===== config.mk =====
export PLATFORM = sky130hd
export DESIGN_NAME = acb_router
export DESIGN_NICKNAME = d
export VERILOG_FILES = /design/src/rtl/acb_pkg.sv /design/src/rtl/acb_bank_decode.sv /design/src/rtl/acb_phase_fsm.sv /design/src/rtl/acb_rdata_mux.sv /design/src/rtl/acb_router.sv
export SDC_FILE = /design/constraint.sdc
export NUM_CORES = 1
export LEC_CHECK = 0
export ABC_AREA = 1
export BUFFER_PORTS_ARGS = -buffer_cell sky130_fd_sc_hd__buf_2
export CAP_MARGIN = 20
export CORE_AREA = 8 8 305 307
export CTS_CLUSTER_DIAMETER = 200
export DETAILED_ROUTE_END_ITERATION = 8
export DIE_AREA = 0 0 313 315
export GPL_ROUTABILITY_DRIVEN = 0
export PLACE_DENSITY_LB_ADDON = 0.12
export SLEW_MARGIN = 5
export SYNTH_ARGS = -nofsm -noshare
export SYNTH_HDL_FRONTEND = slang
export SYNTH_HIERARCHICAL = 1
export SYNTH_SLANG_ARGS = --single-unit

===== constraint.sdc =====
create_clock -name clk -period 4.22 [get_ports clk]
set_input_delay 1.266 -clock clk [delete_from_list [all_inputs] [get_ports clk]]
set_output_delay 1.266 -clock clk [all_outputs]
set_load 0.02 [all_outputs]

===== src/rtl/acb_pkg.sv =====
package acb_pkg;
    typedef enum logic {
        PH_IDLE = 1'b0,
        PH_XFER = 1'b1
    } phase_e;
endpackage


===== src/rtl/acb_bank_decode.sv =====
module acb_bank_decode #(
    parameter int NPORT = 8,
    parameter int ENT_W = 4,
    parameter logic [32*ENT_W-1:0] MAP = '0,
    localparam int PW = (NPORT > 1) ? $clog2(NPORT) : 1
) (
    input  logic [1:0]    priv,
    input  logic [2:0]    sel,
    output logic          hit,
    output logic [PW-1:0] port
);
    logic [ENT_W-1:0] entry;
    logic [4:0]       idx;

    always_comb begin
        idx   = {priv, sel};
        entry = MAP[idx*ENT_W +: ENT_W];
        hit   = (int'(entry) < NPORT);
        port  = entry[PW-1:0];
    end
endmodule


===== src/rtl/acb_phase_fsm.sv =====
module acb_phase_fsm
    import acb_pkg::*;
#(
    parameter int PW = 3
) (
    input  logic          clk,
    input  logic          rst_n,
    input  logic          accept,
    input  logic          wen,
    input  logic          ren,
    input  logic [PW-1:0] port,
    output phase_e        st_q,
    output logic [PW-1:0] port_q,
    output logic          wen_q,
    output logic          ren_q
);
    phase_e st_d;

    always_comb begin
        st_d = st_q;
        unique case (st_q)
            PH_IDLE: if (accept) st_d = PH_XFER;       // ACCEPT
            PH_XFER: st_d = accept ? PH_XFER : PH_IDLE; // CHAIN / DRAIN
            default: st_d = PH_IDLE;
        endcase
    end

    always_ff @(posedge clk or negedge rst_n) begin
        if (!rst_n) begin
            st_q   <= PH_IDLE;
            port_q <= '0;
            wen_q  <= 1'b0;
            ren_q  <= 1'b0;
        end else begin
            st_q <= st_d;
            if (accept) begin
                port_q <= port;
                wen_q  <= wen;
                ren_q  <= ren;
            end
        end
    end

    // acceptance always opens a data phase on the next cycle
    p_accept_opens_r6: assert property (@(posedge clk) disable iff (!rst_n)
        accept |=> st_q == PH_XFER);
    // no acceptance, no data phase
    p_noaccept_idle_r9: assert property (@(posedge clk) disable iff (!rst_n)
        !accept |=> st_q == PH_IDLE);
endmodule


===== src/rtl/acb_rdata_mux.sv =====
module acb_rdata_mux #(
    parameter int NPORT = 8,
    parameter int DW = 64,
    localparam int PW = (NPORT > 1) ? $clog2(NPORT) : 1
) (
    input  logic                en,
    input  logic [PW-1:0]       port,
    input  logic [NPORT*DW-1:0] rdata_in,
    output logic [DW-1:0]       rdata_out
);
    logic [NPORT-1:0][DW-1:0] masked;

    for (genvar p = 0; p < NPORT; p++) begin : g_mask
        assign masked[p] = (en && int'(port) == p) ? rdata_in[p*DW +: DW] : '0;
    end

    always_comb begin
        rdata_out = '0;
        for (int p = 0; p < NPORT; p++) rdata_out = rdata_out | masked[p];
    end
endmodule


===== src/rtl/acb_router.sv =====
module acb_router
    import acb_pkg::*;
#(
    parameter int NPORT = 8,
    parameter int DW = 64,
    parameter int OPC_W = 20,
    parameter int ENT_W = 4,
    parameter logic [32*ENT_W-1:0] BANK_MAP = 128'h76543210_88888888_88887654_88888876
) (
    input  logic               clk,
    input  logic               rst_n,
    input  logic               core_vld,
    input  logic [1:0]         core_priv,
    input  logic [2:0]         core_sel,
    input  logic [OPC_W-1:0]   core_opc,
    input  logic               core_ren,
    input  logic               core_rsize,
    input  logic               core_wen,
    input  logic               core_wsize,
    input  logic [DW-1:0]      core_wdata,
    output logic               core_rdy,
    output logic               core_err,
    output logic [DW-1:0]      core_rdata,
    output logic [NPORT-1:0]   acc_vld,
    output logic [1:0]         acc_priv,
    output logic [OPC_W-1:0]   acc_opc,
    output logic               acc_ren,
    output logic               acc_rsize,
    output logic               acc_wen,
    output logic               acc_wsize,
    output logic [DW-1:0]      acc_wdata,
    output logic [NPORT-1:0]   acc_wphase,
    input  logic [NPORT-1:0]   acc_rdy,
    input  logic [NPORT-1:0]   acc_err,
    input  logic [NPORT*DW-1:0] acc_rdata
);
    localparam int PW = (NPORT > 1) ? $clog2(NPORT) : 1;

    logic          hit;
    logic [PW-1:0] port;
    logic          accept;
    phase_e        st_q;
    logic [PW-1:0] port_q;
    logic          wen_q;
    logic          ren_q;

    acb_bank_decode #(.NPORT(NPORT), .ENT_W(ENT_W), .MAP(BANK_MAP)) u_dec (
        .priv (core_priv),
        .sel  (core_sel),
        .hit  (hit),
        .port (port)
    );

    // request phase: return path from the mapped port or a local refusal
    always_comb begin
        if (hit) begin
            core_rdy = acc_rdy[port];
            core_err = acc_err[port];
        end else begin
            core_rdy = 1'b1;
            core_err = 1'b1;
        end
        accept = core_vld && hit && acc_rdy[port] && !acc_err[port];
    end

    for (genvar p = 0; p < NPORT; p++) begin : g_port
        assign acc_vld[p]    = core_vld && hit && (int'(port) == p);
        assign acc_wphase[p] = (st_q == PH_XFER) && wen_q && (int'(port_q) == p);
    end

    assign acc_priv  = core_priv;
    assign acc_opc   = core_opc;
    assign acc_ren   = core_ren;
    assign acc_rsize = core_rsize;
    assign acc_wen   = core_wen;
    assign acc_wsize = core_wsize;
    assign acc_wdata = core_wdata;

    acb_phase_fsm #(.PW(PW)) u_fsm (
        .clk    (clk),
        .rst_n  (rst_n),
        .accept (accept),
        .wen    (core_wen),
        .ren    (core_ren),
        .port   (port),
        .st_q   (st_q),
        .port_q (port_q),
        .wen_q  (wen_q),
        .ren_q  (ren_q)
    );

    acb_rdata_mux #(.NPORT(NPORT), .DW(DW)) u_rmux (
        .en        ((st_q == PH_XFER) && ren_q),
        .port      (port_q),
        .rdata_in  (acc_rdata),
        .rdata_out (core_rdata)
    );


    p_vld_onehot_r1: assert property (@(posedge clk) disable iff (!rst_n)
        $onehot0(acc_vld) && (core_vld || acc_vld == '0));

    p_local_refuse_r4: assert property (@(posedge clk) disable iff (!rst_n)
        (core_vld && acc_vld == '0) |-> (core_rdy && core_err));

    p_wphase_after_write_r6: assert property (@(posedge clk) disable iff (!rst_n)
        (core_vld && core_rdy && !core_err && core_wen) |=> $countones(acc_wphase) == 1);

    p_rdata_idle_zero_r7: assert property (@(posedge clk) disable iff (!rst_n)
        !(core_vld && core_rdy && !core_err && core_ren) |=> core_rdata == '0);

    p_err_no_data_r9: assert property (@(posedge clk) disable iff (!rst_n)
        (core_vld && core_rdy && core_err) |=> acc_wphase == '0);
endmodule


# After elaboration in Yosys (flattened, before gate mapping)
# Cells that the tools add are included.
# classes
n_lt_le_gt_ge	2
n_eq_ne	14
n_shift	1
n_mux	15
n_bitwise	7
n_reduce_logical	32
# op_table
cell	count
64-bit two-way mux	8
64-bit OR	7
128-bit by 8-bit indexed part select with 4-bit output (first input constant)	1
1-bit logical AND	29
3-bit == test (second input constant)	8
3-bit by 2-bit == test with 1-bit output (second input constant)	4
1-bit binary-select mux with 3-bit select	2
3-bit by 1-bit == test with 1-bit output (second input constant)	2
3-bit zero test	2
1-bit two-way mux	5
3-bit by 4-bit less-than comparator with 1-bit output (second input constant)	1
4-bit less-than comparator (second input constant)	1
1-bit zero test	1
# totals
register_bits	6
in_bits	624
out_inout_bits	172

# Logic depth before layout (Yosys ltp)
# Gate-level depths: netlist (run 1).
# logic_depth
depth_word	10
ltp_mapped	15
depth_no_buf	15

# Modules after synthesis
# The synthesis (run 1) kept the hierarchy.
# modules_own_cells
module	n_inst	cells_per_inst	area_each_um2	seq_area_each_um2
acb_rdata_mux	1	1075	4732.0	0.0
acb_router	1	172	1023.5	0.0
acb_phase_fsm	1	22	210.2	150.1
acb_bank_decode	1	12	56.3	0.0

# Worst setup path after synthesis (run 1)
# OpenSTA, ideal clock, no wires.
# synth_timing
kind	input port to output port
start	input core_sel[2]
end	output acc_vld[2]
arrival_ns	2.534
required_time_ns	2.954
slack_ns	0.420
cell_stages	7
cell_sequence	nor2_2 nand2_2 a21oi_1 inv_2 nor2_1 inv_1 nor3_1
# synth_between
elab_chain_cells	4
elab_cells_between_ends	5
classes_between	1 x order compare; 1 x eq/ne; 1 x shift; 2 x reduce/logical
# synth_lines
element	line_no	source
start: declaration	acb_router.sv:14	input logic [2:0] core_sel,
128-bit by 8-bit indexed part select with 4-bit output *	acb_bank_decode.sv:17	entry = MAP[idx*ENT_W +: ENT_W];
named net port[1]	acb_router.sv:40	logic [PW-1:0] port;
4-bit less-than comparator	acb_bank_decode.sv:18	hit = (int'(entry) < NPORT);
1-bit logical AND	acb_router.sv:67	assign acc_vld[p] = core_vld && hit && (int'(port) == p);
1-bit logical AND *	acb_router.sv:67	
end: declaration	acb_router.sv:24	output logic [NPORT-1:0] acc_vld,
# The timed path passes the listed nets; every way through them passes the cells marked *.

# Worst setup path after layout (run 1)
# layout_timing
start	input core_sel[2]
end	output core_err
# layout_between
elab_chain_cells	4
elab_cells_between_ends	5
classes_between	1 x order compare; 1 x shift; 3 x mux
# layout_lines
element	line_no	source
128-bit by 8-bit indexed part select with 4-bit output *	acb_bank_decode.sv:17	
named net port[0]	acb_router.sv:40	
1-bit binary-select mux with 3-bit select	acb_router.sv:58	core_err = acc_err[port];
1-bit two-way mux (implied by the code)	acb_router.sv:58	
1-bit two-way mux *	acb_router.sv:56	if (hit) begin
end: declaration	acb_router.sv:22	output logic core_err,
# The timed path passes the listed nets; every way through them passes the cells marked *. The select of a mux whose other input is x is not followed.

==> results.json, run 1 <==
{
  "dr.first_iter.drc_count": 651,
  "mostFrequentLayoutCell": "buf_2",
  "tightest_slew_ps": 585,
  "fillers": 10600,
  "synthCells": 1281,
  "grt_pass1_vias": 10900,
  "fin_nets": 2378,
  "cp_slowest_cell": "buf_4",
  "via_count": 10300,
  "startpoint_type": "primary input",
  "h-tree-depth": 1,
  "seq_area_um2": 150,
  "drt-total-wl_mm": 54.8,
  "clkLatencyLatePin_ps": 230,
  "dp_slack_ps": 416,
  "whs_ps": 471,
  "cp_max_fo": 11,
  "yosysWarnings": 6,
  "cts.reportedPaths.clkPinSlew_ps": 30,
  "cp-end-kind": "output pin",
  "cp.required_ps": 2950,
  "fin_tns_setup_ps": 0,
  "cp_num_buf_inv": 3,
  "die_w_um": 313,
  "crit_chain": "buf_2 > nor2_2 > nand2_2 > a21oi_1 > buf_4 > nand2_1 > nand2_1 > nand2_1 > nand2_1 > nand2_1 > nand3_1 > buf_2",
  "synth_area_mm2": 0.00602,
  "ys_seq_elements": 6,
  "drv_cap": 0,
  "synth_area_leaders": "nand3_1 (38%), nand2_1 (28%), buf_4 (11%)",
  "fp.coreArea_mm2": 0.0880,
  "die-area_mm2": 0.0986,
  "wl_per_cell_um": 18.7,
  "ys_seq_area_share_pct": 2.49,
  "rsz0062_at_grt": "no",
  "synth_ff_type": "dfrtp_1",
  "synth_top_area_share_pct": 37.6,
  "swShare_pct": 60.2,
  "synth_fp_nets": 1905,
  "cts_hold_buffers": 0,
  "rows": 109,
  "powerDensity_mw_per_mm2": 140,
  "hold_viol": 0,
  "track_usage_pct": 10.2,
  "ir_drop_v": 0.000349,
  "drtPass1Iterations": 6,
  "drc": 0,
  "arrival_ps": 2520,
  "min_delay_path_depth": 2,
  "min_period_ps": 3790,
  "synth_cell_type_count": 17,
  "fin_ws_ps": 430,
  "syn_to_final_growth_pct": 66.4,
  "final_util_pct": 11.4,
  "stdcell_count": 2930,
  "p_int_mw": 0.557,
  "start_util_pct": 6.85,
  "r2r_slack_ps": 3450,
  "cts_tree": "built",
  "synthArstFlopShare_pct": 100,
  "slew_viol_final": 0,
  "postRouteAntennaNets": 0,
  "final_cell_mix": "buf_2 (623), nand3_1 (452), nand2_1 (450), nor2_1 (140), buf_4 (24)",
  "hpwl_mm": 46.8,
  "setup_viol": 0,
  "maxSlewHeadroom_pct": 61.0,
  "num_io_pins": 796,
  "p_leak_nw": 5.90,
  "multiInputGateArea_mm2": 0.00464,
  "ctsResizeCount": 0,
  "reg2regPathDepth": 2,
  "postCtsSetupRepairBufs": 0,
  "portBuffers": 623,
  "drive_gt1_share_pct": 38.9,
  "placed_cells": 2914,
  "fin_skew_ps": 0,
  "outcome": "finished clean",
  "crit_top_cell": "nand2_1",
  "grt_max_degree": 69,
  "syn_area_per_cell_um2": 4.70,
  "clockBufferDepth": 2,
  "crit_type": "primary input to output pin",
  "placed_cell_area_mm2": 0.00991,
  "path_depth": 12,
  "via_per_inst": 3.53,
  "cts-root-buf": "clkbuf_16",
  "cpPeakStageDelay_ps": 220,
  "fmax_mhz": 264,
  "numCtsBuffers": 3,
  "synth-edff-count": 0,
  "finalCritPeriodShare_pct": 89.8,
  "antenna_found_initial": 28,
  "grt_pass1_wl_mm": 76.6,
  "worstHoldPathType": "flip-flop to flip-flop",
  "power_frac_seq_pct": 7.3,
  "die_h_um": 315,
  "comb_power_share_pct": 81.7,
  "cts.sinks": 6,
  "netSwitchingPower_mw": 0.842,
  "fin_area_mm2": 0.0100,
  "critPathTopFamily": "simple AND/OR/NAND/NOR gates",
  "overflow": 0,
  "synth_top_cell_by_area": "nand3_1",
  "power_mw": 1.40,
  "pwr-share-clk_pct": 11.0
}
cells by family (layout without fill, tap and decap cells):
group,after synthesis,after routing,synth area share (%)
buffers and inverters,211,682,21.0
and+or+nand+nor,1062,1062,76.4
AOI/OAI and AO/OA,2,2,0.166
DFF,6,6,2.49
other,0,13,0
registers in the layout, indices dropped and copies added, names as in the netlist:
| name | cells |
|---|---|
| u_fsm/port_q | 3 |
| u_fsm/ren_q | 1 |
| u_fsm/st_q | 1 |
| u_fsm/wen_q | 1 |
Yosys cell counts (2+ instances only):
master / number
a21oi_1: 2
buf_2: 101
buf_4: 90
clkbuf_1: 2
dfrtp_1: 6
inv_1: 11
inv_2: 6
nand2_1: 450
nand2_2: 3
nand3_1: 452
nand3_2: 2
nor2_1: 143
nor2_2: 2
nor3_1: 8
layout make-up:
type / count / area share (%)
diodes: 13 / 0.325
clock buffers: 3 / 0.749
inverters: 17 / 0.699
multi-input cells: 1064 / 46.3
flip-flops and latches: 6 / 1.50
well taps: 1165 / 14.5
repair buffers: 662 / 35.9
power by group through the flow:
stage | Sequential, mW | Combinational [mW] | Clock, mW
detailed placement | 0.103 | 1.16 | 0
floorplan | 0.0899 | 0.669 | 0
global route | 0.106 | 1.24 | 0.157
CTS | 0.103 | 1.17 | 0.155
finish | 0.102 | 1.14 | 0.153
global placement | 0.103 | 1.17 | 0
worst register-to-register path: cells and delay by family, from the launching register on:
family / cells / cell delay [ps]
flip-flops: 1 / 500
AND/OR/NAND/NOR: 2 / 170
per-layer routing:
layer	vias to the layer above	GRT usage, %	wire length (µm)
li1	5066	-	-
met1	4673	12.3	22200
met2	513	17.8	26500
met3	81	3.43	5110
met4	14	1.93	923
met5	-	0	82
final timing paths:
| kind | startpoint | end |
|---|---|---|
| max | core_sel[2] | core_err |
| min in group asynchronous | rst_n | u_fsm/port_q[0] |
| max reg2reg | u_fsm/port_q[1] | u_fsm/port_q[1] |
| max in group asynchronous | rst_n | u_fsm/ren_q |
| min | u_fsm/ren_q | u_fsm/ren_q |
| min reg2reg | u_fsm/ren_q | u_fsm/ren_q |
No activity file was read; power rests on OpenSTA's default activity.
==> run 2, diff against run 1 <==
Settings changed: PLACE_DENSITY_LB_ADDON 0.12 to unset, SKIP_CTS_REPAIR_TIMING set to 1.
Clock period 4.22 ns to 4.55 ns, I/O delays scaled along.
==> results.json, run 2 (synthesis gave the netlist of run 1 again) <==
{
  "outcome": "finished clean",
  "via_per_inst": 3.63,
  "dp_slack_ps": 389,
  "fin_skew_ps": 0,
  "mostFrequentLayoutCell": "buf_2",
  "postRouteAntennaNets": 0,
  "fillers": 10500,
  "cp.required_ps": 3180,
  "h-tree-depth": 1,
  "crit_type": "primary input to output pin",
  "track_usage_pct": 10.4,
  "drt-total-wl_mm": 56.5,
  "tightest_slew_ps": 742,
  "cp-end-kind": "output pin",
  "largest-register": "u_fsm/port_q",
  "slew_viol_final": 0,
  "placed_cell_area_mm2": 0.00982,
  "cpPeakStageDelay_ps": 220,
  "fin_area_mm2": 0.00990,
  "die_h_um": 315,
  "cts.sinks": 6,
  "clockBufferDepth": 2,
  "hold_viol": 0,
  "crit_top_cell": "nand2_1",
  "hpwl_mm": 49.6,
  "grt_max_degree": 119,
  "finalCritPeriodShare_pct": 92.1,
  "cp_slowest_cell": "buf_2",
  "overflow": 0,
  "final_cell_mix": "buf_2 (623), nand3_1 (452), nand2_1 (450), nor2_1 (140), buf_4 (22)",
  "grt_pass1_vias": 10200,
  "start_util_pct": 6.85,
  "fp.coreArea_mm2": 0.0880,
  "p_leak_nw": 5.86,
  "cts-root-buf": "clkbuf_16",
  "power_mw": 1.29,
  "arrival_ps": 2830,
  "crit_chain": "buf_2 > nor2_2 > nand2_2 > a21oi_1 > buf_4 > inv_2 > nand2_1 > nand2_1 > nand2_1 > nand3_2 > nand2_1 > nand2_1 > buf_2",
  "min_delay_path_depth": 2,
  "num_io_pins": 796,
  "rsz0062_at_grt": "no",
  "cts.reportedPaths.clkPinSlew_ps": 30,
  "via_count": 10600,
  "rows": 109,
  "grt_pass1_wl_mm": 75.3,
  "numCtsBuffers": 3,
  "powerDensity_mw_per_mm2": 130,
  "antenna_found_initial": 17,
  "wl_per_cell_um": 19.4,
  "drc": 0,
  "die_w_um": 313,
  "portBuffers": 623,
  "die-area_mm2": 0.0986,
  "cts_tree": "built",
  "fmax_mhz": 239,
  "maxSlewHeadroom_pct": 50.6,
  "startpoint_type": "primary input",
  "clkLatencyLatePin_ps": 230,
  "fin_nets": 2372,
  "drtPass1Iterations": 6,
  "drv_cap": 0,
  "largest_register_ff_count": 3,
  "syn_to_final_growth_pct": 64.3,
  "fin_ws_ps": 359,
  "worstHoldPathType": "flip-flop to flip-flop",
  "reg2regPathDepth": 2,
  "ir_drop_v": 0.000267,
  "fin_tns_setup_ps": 0,
  "min_period_ps": 4190,
  "setup_viol": 0,
  "drive_gt1_share_pct": 38.7,
  "dr.first_iter.drc_count": 1081,
  "r2r_slack_ps": 3730,
  "cp_max_fo": 12
}
## run 2: changes by cell type in the layout (fill, tap and decap cells not counted)
cell,change
buf_4,-2
buf_12,-4
diode_2,-11
## run 2: final cells by class
cell class / instances / area (µm²) / area share (%)
Inverter: 17 / 70.1 / 0.708
Clock buffer: 3 / 75.1 / 0.759
Sequential cell: 6 / 150 / 1.52
Multi-Input combinational cell: 1064 / 4640 / 46.8
Timing Repair Buffer: 656 / 3500 / 35.4
Antenna cell: 2 / 5.00 / 0.0506
Tap cell: 1165 / 1460 / 14.7
## run 2: critical path: cells and delay by family
kind	cells	cell delay (ps)
compound gates	1	140
buf+inv	4	650
simple gates	8	650
## run 2: layer usage
metal	vias up	wire [µm]	global-route usage, %
li1	5037	-	-
met1	4613	21200	12.2
met2	834	25600	17.2
met3	91	8300	5.10
met4	4	1380	2.07
met5	-	81	0.494
## run 2: worst paths after layout
check	from	endpoint
min reg2reg	u_fsm/ren_q	u_fsm/ren_q
min in group asynchronous	rst_n	u_fsm/port_q[2]
min	u_fsm/ren_q	u_fsm/ren_q
max in group asynchronous	rst_n	u_fsm/port_q[0]
max	core_sel[2]	core_rdy
max reg2reg	u_fsm/port_q[1]	u_fsm/port_q[1]
## run 2: through the flow
step | std cells | hold WS [ps] | util (%)
6_report | 2913 | 473 | 11.3
5_1_grt | 2911 | 489 | 11.2
4_1_cts | 2911 | 482 | 11.2
3_5_place_dp | 2908 | 473 | 11.2
3_3_place_gp | 2908 | 474 | 11.2
2_1_floorplan | 1281 | 442 | -
## run 2: power by group
group / switching, mW / leakage (nW) / total, mW / internal (mW)
Combinational: 0.713 / 5.74 / 1.04 / 0.331
Sequential: 0.0284 / 0.0784 / 0.0969 / 0.0685
Clock: 0.0332 / 0.0370 / 0.146 / 0.113
Total: 0.774 / 5.86 / 1.29 / 0.512
==> run 3, diff against run 2 <==
Settings changed: CELL_PAD_IN_SITES_DETAIL_PLACEMENT set to 1, CELL_PAD_IN_SITES_GLOBAL_PLACEMENT set to 2, CORE_AREA 8 8 305 307 to 8 8 307 309, DIE_AREA 0 0 313 315 to 0 0 315 317, PLACE_DENSITY_LB_ADDON set to 0.1.
==> results.json, run 3 (synthesis gave the netlist of run 1 again) <==
{
  "track_usage_pct": 12.0,
  "cp_max_fo": 7,
  "clkLatencyLatePin_ps": 220,
  "drt-total-wl_mm": 64.0,
  "fin_tns_setup_ps": 0,
  "syn_to_final_growth_pct": 67.0,
  "fp.coreArea_mm2": 0.0893,
  "comb_power_share_pct": 83.1,
  "portBuffers": 623,
  "hpwl_mm": 54.0,
  "r2r_slack_ps": 3770,
  "crit_top_cell": "nand2_1",
  "hold_viol": 0,
  "crit_end": "core_err",
  "crit_chain": "buf_2 > nor2_2 > nand2_2 > a21oi_1 > buf_4 > nand2_1 > nand2_1 > nand2_1 > nand2_1 > nand2_1 > nand3_1 > buf_2",
  "pwr-share-clk_pct": 10.1,
  "grt_pass1_wl_mm": 86.7,
  "fin_skew_ps": 0,
  "largest_register_ff_count": 3,
  "cp.required_ps": 3180,
  "fillers": 11300,
  "rsz0062_at_grt": "no",
  "via_count": 10400,
  "stdcell_count": 2956,
  "mostFrequentLayoutCell": "buf_2",
  "tightest_slew_ps": 905,
  "swShare_pct": 60.9,
  "min_period_ps": 4080,
  "reg2regPathDepth": 2,
  "cts.reportedPaths.clkPinSlew_ps": 30,
  "rows": 110,
  "h-tree-depth": 1,
  "cpPeakStageDelay_ps": 260,
  "cp-end-kind": "output pin",
  "drc": 0,
  "crit_type": "primary input to output pin",
  "placed_cells": 2928,
  "via_per_inst": 3.52,
  "path_depth": 12,
  "cts_tree": "built",
  "power_frac_seq_pct": 6.8,
  "fmax_mhz": 245,
  "p_leak_nw": 5.92,
  "largest-register": "u_fsm/port_q",
  "setup_viol": 0,
  "outcome": "finished clean",
  "r2r-start": "u_fsm/port_q[1]",
  "ir_drop_v": 0.000174,
  "fin_nets": 2381,
  "drv_cap": 0,
  "slew_viol_final": 0,
  "cp_num_buf_inv": 3,
  "startpoint_type": "primary input",
  "drtPass1Iterations": 5,
  "worstHoldPathType": "flip-flop to flip-flop",
  "numCtsBuffers": 3,
  "die_h_um": 317,
  "num_io_pins": 796,
  "grt_max_degree": 74,
  "postRouteAntennaNets": 0,
  "overflow": 0,
  "powerDensity_mw_per_mm2": 138,
  "r2r-end": "u_fsm/port_q[1]",
  "antenna_found_initial": 52,
  "arrival_ps": 2720,
  "dr.first_iter.drc_count": 395,
  "wl_per_cell_um": 21.7,
  "grt_pass1_vias": 11300,
  "die_w_um": 315,
  "final_cell_mix": "buf_2 (623), nand3_1 (452), nand2_1 (450), nor2_1 (140), buf_4 (29)",
  "drive_gt1_share_pct": 39.0,
  "cp_slowest_cell": "a21oi_1",
  "critPathTopFamily": "simple AND/OR/NAND/NOR gates",
  "cts-root-buf": "clkbuf_16",
  "p_int_mw": 0.541,
  "maxSlewHeadroom_pct": 39.6,
  "finalCritPeriodShare_pct": 89.8,
  "crit_start": "core_priv[1]",
  "cts.sinks": 6,
  "clockBufferDepth": 2,
  "start_util_pct": 6.74,
  "die-area_mm2": 0.0999,
  "netSwitchingPower_mw": 0.843
}
## run 3: cell count changes in the layout (fill, tap and decap cells not counted), sizes merged
cell / delta
clkinv: -1
diode: +23
buf: +9
inv: +1
## run 3: layout make-up
class | count | area [µm²] | share of cell area (%)
multi-input cells | 1064 | 4640 | 46.1
repair buffers | 665 | 3600 | 35.7
well taps | 1176 | 1470 | 14.6
flip-flops and latches | 6 | 150 | 1.49
clock buffers | 3 | 75.1 | 0.746
inverters | 17 | 68.8 | 0.684
diodes | 25 | 62.6 | 0.622
## run 3: through the flow
| step | total power, mW | hold WS, ps | area (µm²) | utilization [%] | setup WS, ps |
|---|---|---|---|---|---|
| 6_report | 1.38 | 477 | 10100 | 11.3 | 466 |
| 4_1_cts | 1.44 | 481 | 10000 | 11.2 | 443 |
| 2_1_floorplan | 0.704 | 442 | 6020 | - | 552 |
| 3_3_place_gp | 1.31 | 468 | 9920 | 11.1 | 442 |
| 3_5_place_dp | 1.30 | 473 | 9920 | 11.1 | 448 |
| 5_1_grt | 1.52 | 534 | 10000 | 11.2 | 270 |
## run 3: power by group through the flow
stage | logic, mW | registers, mW | clock network [mW]
floorplan | 0.621 | 0.0834 | 0
global placement | 1.21 | 0.0956 | 0
detailed placement | 1.20 | 0.0954 | 0
CTS | 1.20 | 0.0954 | 0.142
global route | 1.27 | 0.0982 | 0.147
finish | 1.15 | 0.0943 | 0.140
## run 3: worst min path at each step
stage / cells past startpoint / slack [ps] / end / start
finish: 2 / 480 / u_fsm/ren_q / u_fsm/ren_q
floorplan: 2 / 440 / u_fsm/ren_q / u_fsm/ren_q
global route: 2 / 530 / u_fsm/ren_q / u_fsm/ren_q
detailed placement: 2 / 470 / u_fsm/ren_q / u_fsm/ren_q
CTS: 2 / 480 / u_fsm/ren_q / u_fsm/ren_q
global placement: 2 / 470 / u_fsm/ren_q / u_fsm/ren_q
## run 3: per-layer routing
layer / track usage [%] / routed length (µm) / vias up
li1: - / - / 5084
met1: 13.4 / 24900 / 4791
met2: 21.6 / 32500 / 369
met3: 3.92 / 5180 / 112
met4: 3.22 / 1310 / 36
met5: 0 / 230 / -
## run 3: worst register-to-register path, stage by stage, from the launching register on
cell     delay (ps)
dfrtp_1         490
nand2_1         120
nand2_1          50
